==> src/rtl/seg_reloc_pkg.sv <==
package seg_reloc_pkg;
   // privilege level presented with each cycle
   typedef enum logic {
      MODE_USER  = 1'b0,
      MODE_SUPER = 1'b1
   } priv_mode_e;

   // outcome of one bounds check
   typedef enum logic [1:0] {
      RES_IDLE  = 2'b00,
      RES_OK    = 2'b01,
      RES_FAULT = 2'b10
   } xlat_res_e;
endpackage

==> src/rtl/seg_bound_regs.sv <==
module seg_bound_regs
   import seg_reloc_pkg::*;
#(
   parameter int LA_W = 16,
   parameter int PA_W = 20
) (
   input  logic            clk,
   input  logic            rst_n,
   input  logic            we_i,
   input  logic            priv_i,
   input  logic [PA_W-1:0] base_i,
   input  logic [LA_W-1:0] lim_i,
   output logic [PA_W-1:0] base_o,
   output logic [LA_W-1:0] lim_o,
   output logic            armed_o,
   output logic            priv_err_o
);
   logic            super_w;
   logic [PA_W-1:0] base_q;
   logic [LA_W-1:0] lim_q;
   logic            armed_q;
   logic            perr_q;

   assign super_w = (priv_mode_e'(priv_i) == MODE_SUPER);

   always_ff @(posedge clk) begin
      if (!rst_n) begin
         base_q  <= '0;
         lim_q   <= '0;
         armed_q <= 1'b0;
         perr_q  <= 1'b0;
      end else begin
         perr_q <= we_i & ~super_w;
         if (we_i && super_w) begin
            base_q  <= base_i;
            lim_q   <= lim_i;
            armed_q <= 1'b1;
         end
      end
   end

   assign base_o     = base_q;
   assign lim_o      = lim_q;
   assign armed_o    = armed_q;
   assign priv_err_o = perr_q;
endmodule

==> src/rtl/seg_limit_cmp.sv <==
module seg_limit_cmp
   import seg_reloc_pkg::*;
#(
   parameter int LA_W = 16
) (
   input  logic            req_i,
   input  logic            armed_i,
   input  logic [LA_W-1:0] lad_i,
   input  logic [LA_W-1:0] lim_i,
   output xlat_res_e       res_o
);
   logic over_w;

   assign over_w = (lad_i > lim_i) | ~armed_i;

   always_comb begin
      if (!req_i)      res_o = RES_IDLE;
      else if (over_w) res_o = RES_FAULT;
      else             res_o = RES_OK;
   end
endmodule

==> src/rtl/seg_reloc_add.sv <==
module seg_reloc_add #(
   parameter int LA_W = 16,
   parameter int PA_W = 20
) (
   input  logic [PA_W-1:0] base_i,
   input  logic [LA_W-1:0] lad_i,
   output logic [PA_W-1:0] sum_o
);
   localparam int EXT_W = PA_W - LA_W;

   generate
      if (EXT_W == 0) begin : g_same
         assign sum_o = base_i + lad_i;
      end else begin : g_ext
         logic [PA_W-1:0] lad_ext;
         assign lad_ext = {{EXT_W{1'b0}}, lad_i};
         assign sum_o   = base_i + lad_ext;
      end
   endgenerate
endmodule

==> src/rtl/seg_reloc_unit.sv <==
module seg_reloc_unit
   import seg_reloc_pkg::*;
#(
   parameter int LA_W = 16,
   parameter int PA_W = 20
) (
   input  logic            clk,
   input  logic            rst_n,
   input  logic            req_i,
   input  logic [LA_W-1:0] lad_i,
   input  logic            priv_i,
   input  logic            cfg_we_i,
   input  logic [PA_W-1:0] cfg_base_i,
   input  logic [LA_W-1:0] cfg_limit_i,
   output logic [PA_W-1:0] pa_o,
   output logic            pa_vld_o,
   output logic            segv_o,
   output logic            priv_err_o
);
   generate
      if (LA_W < 1) begin : g_bad_la
         $error("LA_W must be at least 1");
      end
      if (PA_W < LA_W) begin : g_bad_pa
         $error("PA_W must not be narrower than LA_W");
      end
   endgenerate

   logic [PA_W-1:0] base_q;
   logic [LA_W-1:0] lim_q;
   logic            armed_q;
   logic [PA_W-1:0] sum_w;
   xlat_res_e       res_w;

   logic [PA_W-1:0] pa_q;
   logic            vld_q;
   logic            segv_q;

   seg_bound_regs #(.LA_W(LA_W), .PA_W(PA_W)) regs_i (
      .clk        (clk),
      .rst_n      (rst_n),
      .we_i       (cfg_we_i),
      .priv_i     (priv_i),
      .base_i     (cfg_base_i),
      .lim_i      (cfg_limit_i),
      .base_o     (base_q),
      .lim_o      (lim_q),
      .armed_o    (armed_q),
      .priv_err_o (priv_err_o)
   );

   seg_limit_cmp #(.LA_W(LA_W)) cmp_i (
      .req_i   (req_i),
      .armed_i (armed_q),
      .lad_i   (lad_i),
      .lim_i   (lim_q),
      .res_o   (res_w)
   );

   seg_reloc_add #(.LA_W(LA_W), .PA_W(PA_W)) add_i (
      .base_i (base_q),
      .lad_i  (lad_i),
      .sum_o  (sum_w)
   );

   always_ff @(posedge clk) begin
      if (!rst_n) begin
         pa_q   <= '0;
         vld_q  <= 1'b0;
         segv_q <= 1'b0;
      end else begin
         vld_q  <= (res_w == RES_OK);
         segv_q <= (res_w == RES_FAULT);
         pa_q   <= (res_w == RES_OK) ? sum_w : '0;
      end
   end

   assign pa_o     = pa_q;
   assign pa_vld_o = vld_q;
   assign segv_o   = segv_q;
endmodule

==> config.mk <==
export PLATFORM = sky130hd
export DESIGN_NAME = seg_reloc_unit
export DESIGN_NICKNAME = d
export VERILOG_FILES = /design/src/rtl/seg_reloc_pkg.sv /design/src/rtl/seg_bound_regs.sv /design/src/rtl/seg_limit_cmp.sv /design/src/rtl/seg_reloc_add.sv /design/src/rtl/seg_reloc_unit.sv
export SDC_FILE = /design/constraint.sdc
export NUM_CORES = 1
export LEC_CHECK = 0
export BUFFER_PORTS_ARGS = -buffer_cell sky130_fd_sc_hd__buf_4
export CORE_UTILIZATION = 30
export DETAILED_ROUTE_END_ITERATION = 12
export MAX_ROUTING_LAYER = met4
export SLEW_MARGIN = 15
export SYNTH_ARGS = -nofsm -noshare
export SYNTH_HDL_FRONTEND = slang
export SYNTH_HIERARCHICAL = 1
export SYNTH_SLANG_ARGS = --single-unit
export TNS_END_PERCENT = 30
==> constraint.sdc <==
create_clock -name clk -period 2.2 [get_ports clk]
set_input_delay 0.44 -clock clk [delete_from_list [all_inputs] [get_ports clk]]
set_output_delay 0.44 -clock clk [all_outputs]
set_load 0.05 [all_outputs]
==> results by group, run 1 <==
Timing
  • Final Critical Period: around 2200 ps
  • Hold Worst Slack: between 300 and 400 ps
  • Clock skew: 8.49 ps
  • FMAX: around 460 MHz
  • Finish-stage setup viols: 0
  • Setup TNS: 0 ps
  • Worst slew pin tran: 359 ps
  • Slew HR: 76.1%
  • Fin. max-slew vios: 0
  • Final Cycle Share: 99.6%
  • Hold Fails Final Rpt: 0
  • RSZ-0062 raised after global routing: true

Worst setup path
  • R2R setup slack: 9 ps
  • R2R Path Start: regs_i/base_o[0]
  • R2r endpoint: pa_o[12]
  • CP startpoint: regs_i/base_o[0]
  • Critical path launch point type: flop
  • WP data required: 2460 ps
  • Number of cells on the worst reg-to-reg path: 9
  • Crit path max fanout: 3
  • Worst EP arrival: 2450 ps
  • Crit. End Element: flop
  • Worst setup path end: pa_o[12]
  • Crit Path Class: flop to flop

Yosys
  • Number of synthesized flops with an enable pin: 0
  • Synth Area in Simple Gates: between 20% and 30%
  • Asr flop ratio synth: 0%
  • Net Count, Synth: 487
  • Mux cell area share after synthesis: less than 1%
  • Mapped Area: between 0.003 and 0.004 mm2
  • Synth area leader: dfxtp_1
  • Yosys cell types: 51
  • Sequential area share after synthesis: 34.6%
  • Synth top cells by count: dfxtp_1, nand2_1, nand4_1
  • Adder-Cell Fraction of Synth Area: 12.1%
  • Ys flop type: dfxtp_1
  • Syn_area_per_cell: 8.75 um2
  • Xor-xnor portion of the synthesized cell area: 4.03%
  • Syn. warnings: 6
  • Cell types occupying the most area after synthesis: dfxtp_1, ha_1, nand4_1, nand2_1, and4b_1
  • Synth Area in Compound Gates: 16.1%
  • Area share of the largest cell type after synthesis: between 30% and 40%
  • Synth Register Bits: 60
  • Most numerous cell in the Yosys netlist: dfxtp_1
  • Main combinational cell family by area after synthesis: simple AND/OR/NAND/NOR gates
  • Post-synthesis cell count: 397

Routing
  • Vias per cell: 4.86
  • Vias: 3,113
  • Wire length per cell: 14.0 um
  • Starting DRT DRC Count: 134
  • Residual DRC: 0
  • Routed WL: roughly 9 mm
  • Drt pass-1 iters: 4
  • Antenna Violating Nets Remaining: 0

Power and ir drop
  • Leak: 2.10 nW
  • Sequential Power Share: 37.6%
  • PwrDens: 641 mW/mm2
  • Max VDD drop: 0.266 mV
  • Sw Share: about 26%
  • Tot Pwr: 0.00307 W
  • Comb power frac: 18.7%
  • Int Power: between 0.002 and 0.0025 W
  • Psw: 0.000786 W
  • Clk network pwr share: around 44%

GRT
  • Largest net degree at the start of global routing: 59
  • Vias in the first global route: 2,913
  • Total grt overflow: 0
  • Initial antenna violation count: 0
  • Gr usage total: roughly 16%
  • First-pass GRT wire length: 14.1 mm

CTS
  • H-tree depth: 3
  • CTS max path bufs: 2
  • Clk slew on worst S/H paths: approximately 50 ps
  • # hold bufs at CTS: 0
  • Clock sinks: 60
  • CTS tree: yes
  • Worst-Skew Late Latency: around 320 ps
  • Cts bufs inserted: 9
  • Root Driver: clkbuf_16
  • Post-CTS setup buffer count: 0

Die
  • Num rows: 38
  • Placeable Area: 0.0111 mm2
  • Die width: 110 um
  • Die area: 0.0120 mm2
  • Starting Density: 31.4%
  • Num ports: 80
  • Die Span Y: 110 um

Outcome
  • Outcome: finished, final reports clean

Finish
  • Ant. Diodes: 0
  • Nets: between 500 and 600
  • Finished Layout Cells: 640
  • Layout cells sized above 1: 32.0%
  • Area Growth Syn to Fin: 37.9%

Place
  • Port bufs: 79
  • Dpl cells: about 620
  • Post-DP HPWL: 7.00 mm
  • GPL Wtd Cong: 0.809

Worst hold path
  • Hold Crit Class: input pin to flop
  • HP Start: cfg_base_i[18]

Flow run
  • MaxCap Viol Count: 0
-- metal layers --
metal / share of wire [%] / vias up / track usage (%)
li1: - / 1655 / -
met1: 50 / 1376 / 20.9
met2: 44 / 68 / 23.8
met3: 4.1 / 14 / 2.96
met4: 1.7 / 0 / 6.29
met5: 0 / - / -
-- worst min-delay path by stage --
stage	to	slack, ps	cells after the start
2_1_floorplan	regs_i/lim_o[10]	430	2
3_3_place_gp	regs_i/lim_o[8]	440	2
3_5_place_dp	regs_i/lim_o[4]	440	2
4_1_cts	regs_i/base_o[18]	340	3
5_1_grt	regs_i/base_o[18]	350	3
6_report	regs_i/base_o[18]	350	3
-- cells in the final DEF, fill, tap and decap left out, drive strengths merged, types with 2 or more instances in the layout --
| cell type | n |
|---|---|
| a21o | 6 |
| ha | 32 |
| a211oi | 3 |
| nor3 | 4 |
| clkbuf | 13 |
| clkinvlp | 2 |
| nand4b | 2 |
| o21ai | 44 |
| nor2b | 4 |
| nand4 | 42 |
| nand3 | 6 |
| a21oi | 22 |
| and2 | 3 |
| buf | 114 |
| xor2 | 10 |
| and4b | 20 |
| nor2 | 9 |
| o211ai | 2 |
| o21a | 2 |
| o311ai | 2 |
| nand2 | 51 |
| xnor2 | 6 |
| inv | 19 |
| o22ai | 2 |
| dfxtp | 60 |
| and3b | 3 |
-- cell families (layout without fill, tap and decap cells) --
logic type	Yosys count	after routing
buffers and inverters	47	150
AOI/OAI and AO/OA	90	90
and+or+nand+nor	150	150
adders and majority gates	33	33
xor gates and xnor gates	16	16
DFF	60	60
muxes	1	1
-- per-stage QoR --
step / utilization, % / setup WS [ps] / area (um2)
detailed placement: 39.5 / -323 / 4370
global route: 43.2 / -66.8 / 4790
CTS: 42.0 / -16.8 / 4660
floorplan: - / -111 / 3490
global placement: 39.5 / -244 / 4370
finish: 43.2 / 8.56 / 4790
-- power by group through the flow --
stage          sequential (W)  combinational (W)  clock, W
6_report              0.00115           0.000573   0.00134
5_1_grt               0.00116           0.000636   0.00143
4_1_cts               0.00115           0.000545   0.00138
3_5_place_dp          0.00117           0.000542         0
3_3_place_gp          0.00117           0.000529         0
2_1_floorplan         0.00118           0.000314         0
-- worst max-delay path, stage by stage (launching register included) --
cell and delay [ps]:
dfxtp_2 330, ha_4 160, fa_2 340, a211oi_2 210
o21a_2 190, a21oi_4 80, nor2_4 80, or4b_1 430
o311ai_1 90, and4b_1 210
-- registers in the layout, indices dropped and copies added (netlist names) --
name,flops
segv_o,1
regs_i/armed_o,1
pa_o,20
regs_i/priv_err_o,1
regs_i/lim_o,16
regs_i/base_o,20
pa_vld_o,1
-- cell type report --
class                      count  area (um2)
sequential                    60        1210
inverter                      19        71.3
clock inverter                 4        50.0
tap                          140         175
fill                        1125        6290
timing repair buffer         115         910
clock buffer                  12         236
multi-input combinational    290        2140
-- repair_timing --
action / CTS / global route
hold endpoints to repair: 0 / 0
endpoints found under the setup margin: 2 / 22
pin swaps: 4 / 9
resized for setup: 1 / 22
gates cloned: 0 / 1
Note: power is estimated with default switching activity, not from simulation.
==> run 2, diff against run 1 <==
--- a/config.mk
+++ b/config.mk
@@ -9,6 +9,8 @@
 export CORE_UTILIZATION = 30
 export DETAILED_ROUTE_END_ITERATION = 12
 export MAX_ROUTING_LAYER = met4
+export PLACE_DENSITY = 0.54
+export SKIP_CTS_REPAIR_TIMING = 1
 export SLEW_MARGIN = 15
 export SYNTH_ARGS = -nofsm -noshare
 export SYNTH_HDL_FRONTEND = slang
==> results by group, run 2 (synthesis gave the netlist of run 1 again) <==
Outcome
  • Outcome: finished, final reports clean

Power and ir drop
  • Tot Pwr: 0.00335 W (+9.1%)
  • Leak: 2.14 nW (+1.8%)
  • PwrDens: 692 mW/mm2 (+8.0%)
  • Max VDD drop: 0.371 mV (+39%)

CTS
  • Worst-Skew Late Latency: 320 ps (about the same)
  • CTS max path bufs: 2 (unchanged)
  • H-tree depth: 3 (unchanged)
  • Clock sinks: 60 (unchanged)
  • CTS tree: yes
  • Root Driver: clkbuf_16
  • Cts bufs inserted: 9 (unchanged)
  • Clk slew on worst S/H paths: 50 ps (about the same)

Routing
  • Wire length per cell: 14.2 um (+1.1%)
  • Residual DRC: 0 (unchanged)
  • Routed WL: 9.06 mm (+0.97%)
  • Antenna Violating Nets Remaining: 0 (unchanged)
  • Vias: 3,073 (-1.3%)
  • Starting DRT DRC Count: 95 (-29%)
  • Drt pass-1 iters: 4 (unchanged)
  • Vias per cell: 4.81 (-1.1%)

Timing
  • Hold Fails Final Rpt: 0 (unchanged)
  • Final worst slack: 31.6 ps (+23.1 ps)
  • Clock skew: 5.15 ps (-3.35 ps)
  • Finish-stage setup viols: 0 (unchanged)
  • FMAX: 461 MHz (+1.1%)
  • Final Critical Period: 2170 ps (-23.1 ps)
  • Final Cycle Share: 98.6% (-1.0 points)
  • Slew HR: 68.6% (-7.5 points)
  • Fin. max-slew vios: 0 (unchanged)
  • Worst slew pin tran: 471 ps (+112 ps)
  • RSZ-0062 raised after global routing: true

Finish
  • Ant. Diodes: 0 (unchanged)
  • Commonest non-fill, non-tap cell in the layout: buf_4
  • Area Growth Syn to Fin: 39.2%
  • Most frequent cells in the layout: buf_4, dfxtp_1, nand2_1
  • Nets: 584 (-0.17%)
  • Finished Layout Cells: 639 (-0.16%)
  • Fin util: 43.6% (+0.42 points)
  • Layout cells sized above 1: 32.5% (+0.46 points)

Die
  • Die Span Y: 110 um (unchanged)
  • Num ports: 80 (unchanged)
  • Num rows: 38 (unchanged)
  • Starting Density: 31.4% (unchanged)
  • Die width: 110 um (unchanged)
  • Die area: 0.0120 mm2 (unchanged)
  • Placeable Area: 0.0111 mm2 (unchanged)

Place
  • Dpl cells: 620 (-0.48%)
  • Port bufs: 79 (unchanged)
  • GPL Wtd Cong: 0.834 (+3.1%)
  • Pre-CTS WS: -288 ps (+35.1 ps)
  • Post-DP HPWL: 6.92 mm (-1.2%)

GRT
  • Largest net degree at the start of global routing: 53 (-10%)
  • Total grt overflow: 0 (unchanged)
  • First-pass GRT wire length: 14.3 mm (+1.8%)
  • Initial antenna violation count: 0 (unchanged)
  • Vias in the first global route: 2,936 (+0.79%)
  • Gr usage total: 16.1% (+0.31 points)

Worst hold path
  • Hold Crit Class: input pin to flop

Worst setup path
  • Worst EP arrival: 2430 ps (-20 ps)
  • Critical path launch point type: flop
  • Crit path max fanout: 3 (unchanged)
  • Crit. End Element: flop
  • WP data required: 2470 ps (about the same)
  • Crit Path Class: flop to flop

Flow run
  • MaxCap Viol Count: 0 (unchanged)
## run 2: metrics by stage
step           hold WS (ps)  area, um2  setup TNS (ps)
5_1_grt                 353       4830            -892
3_3_place_gp            437       4350           -1880
3_5_place_dp            440       4350           -2310
2_1_floorplan           428       3490            -131
4_1_cts                 342       4700           -55.3
6_report                351       4830               0
## run 2: routing by layer
layer / wire, um / global-route usage (%) / share of wire (%)
met1: 4430 / 21.0 / 49
met3: 384 / 3.68 / 4.2
met4: 175 / 5.71 / 1.9
met5: 0 / - / 0
met2: 4070 / 24.4 / 45
## run 2: area by class of cell
class	count	area (um2)
tap	140	175
multi-input combinational	290	2130
clock buffer	12	256
inverter	19	71.3
sequential	60	1210
clock inverter	4	95.1
fill	1099	6240
timing repair buffer	114	902
## run 2: worst max-delay path, stage by stage, from the launching register on
cell and delay, ps:
dfxtp_2 330, ha_4 160, fa_2 340, a211oi_2 190
o21a_2 200, a21oi_4 70, nor2_4 80, or4b_1 430
o311ai_1 100, and4b_1 210
## run 2: power by group
group          internal [W]  switching, W
logic              0.000273      0.000289
registers           0.00113     0.0000253
clock network       0.00116      0.000467
## run 2: final timing paths
kind | endpoint | from | slack, ps | cells after the start
worst max-delay path | pa_o[12] | regs_i/base_o[0] | 30 | 9
worst min-delay path | regs_i/base_o[17] | cfg_base_i[17] | 350 | 3
worst max register to register | pa_o[12] | regs_i/base_o[0] | 30 | 9
worst min register to register | regs_i/lim_o[4] | regs_i/lim_o[4] | 440 | 2
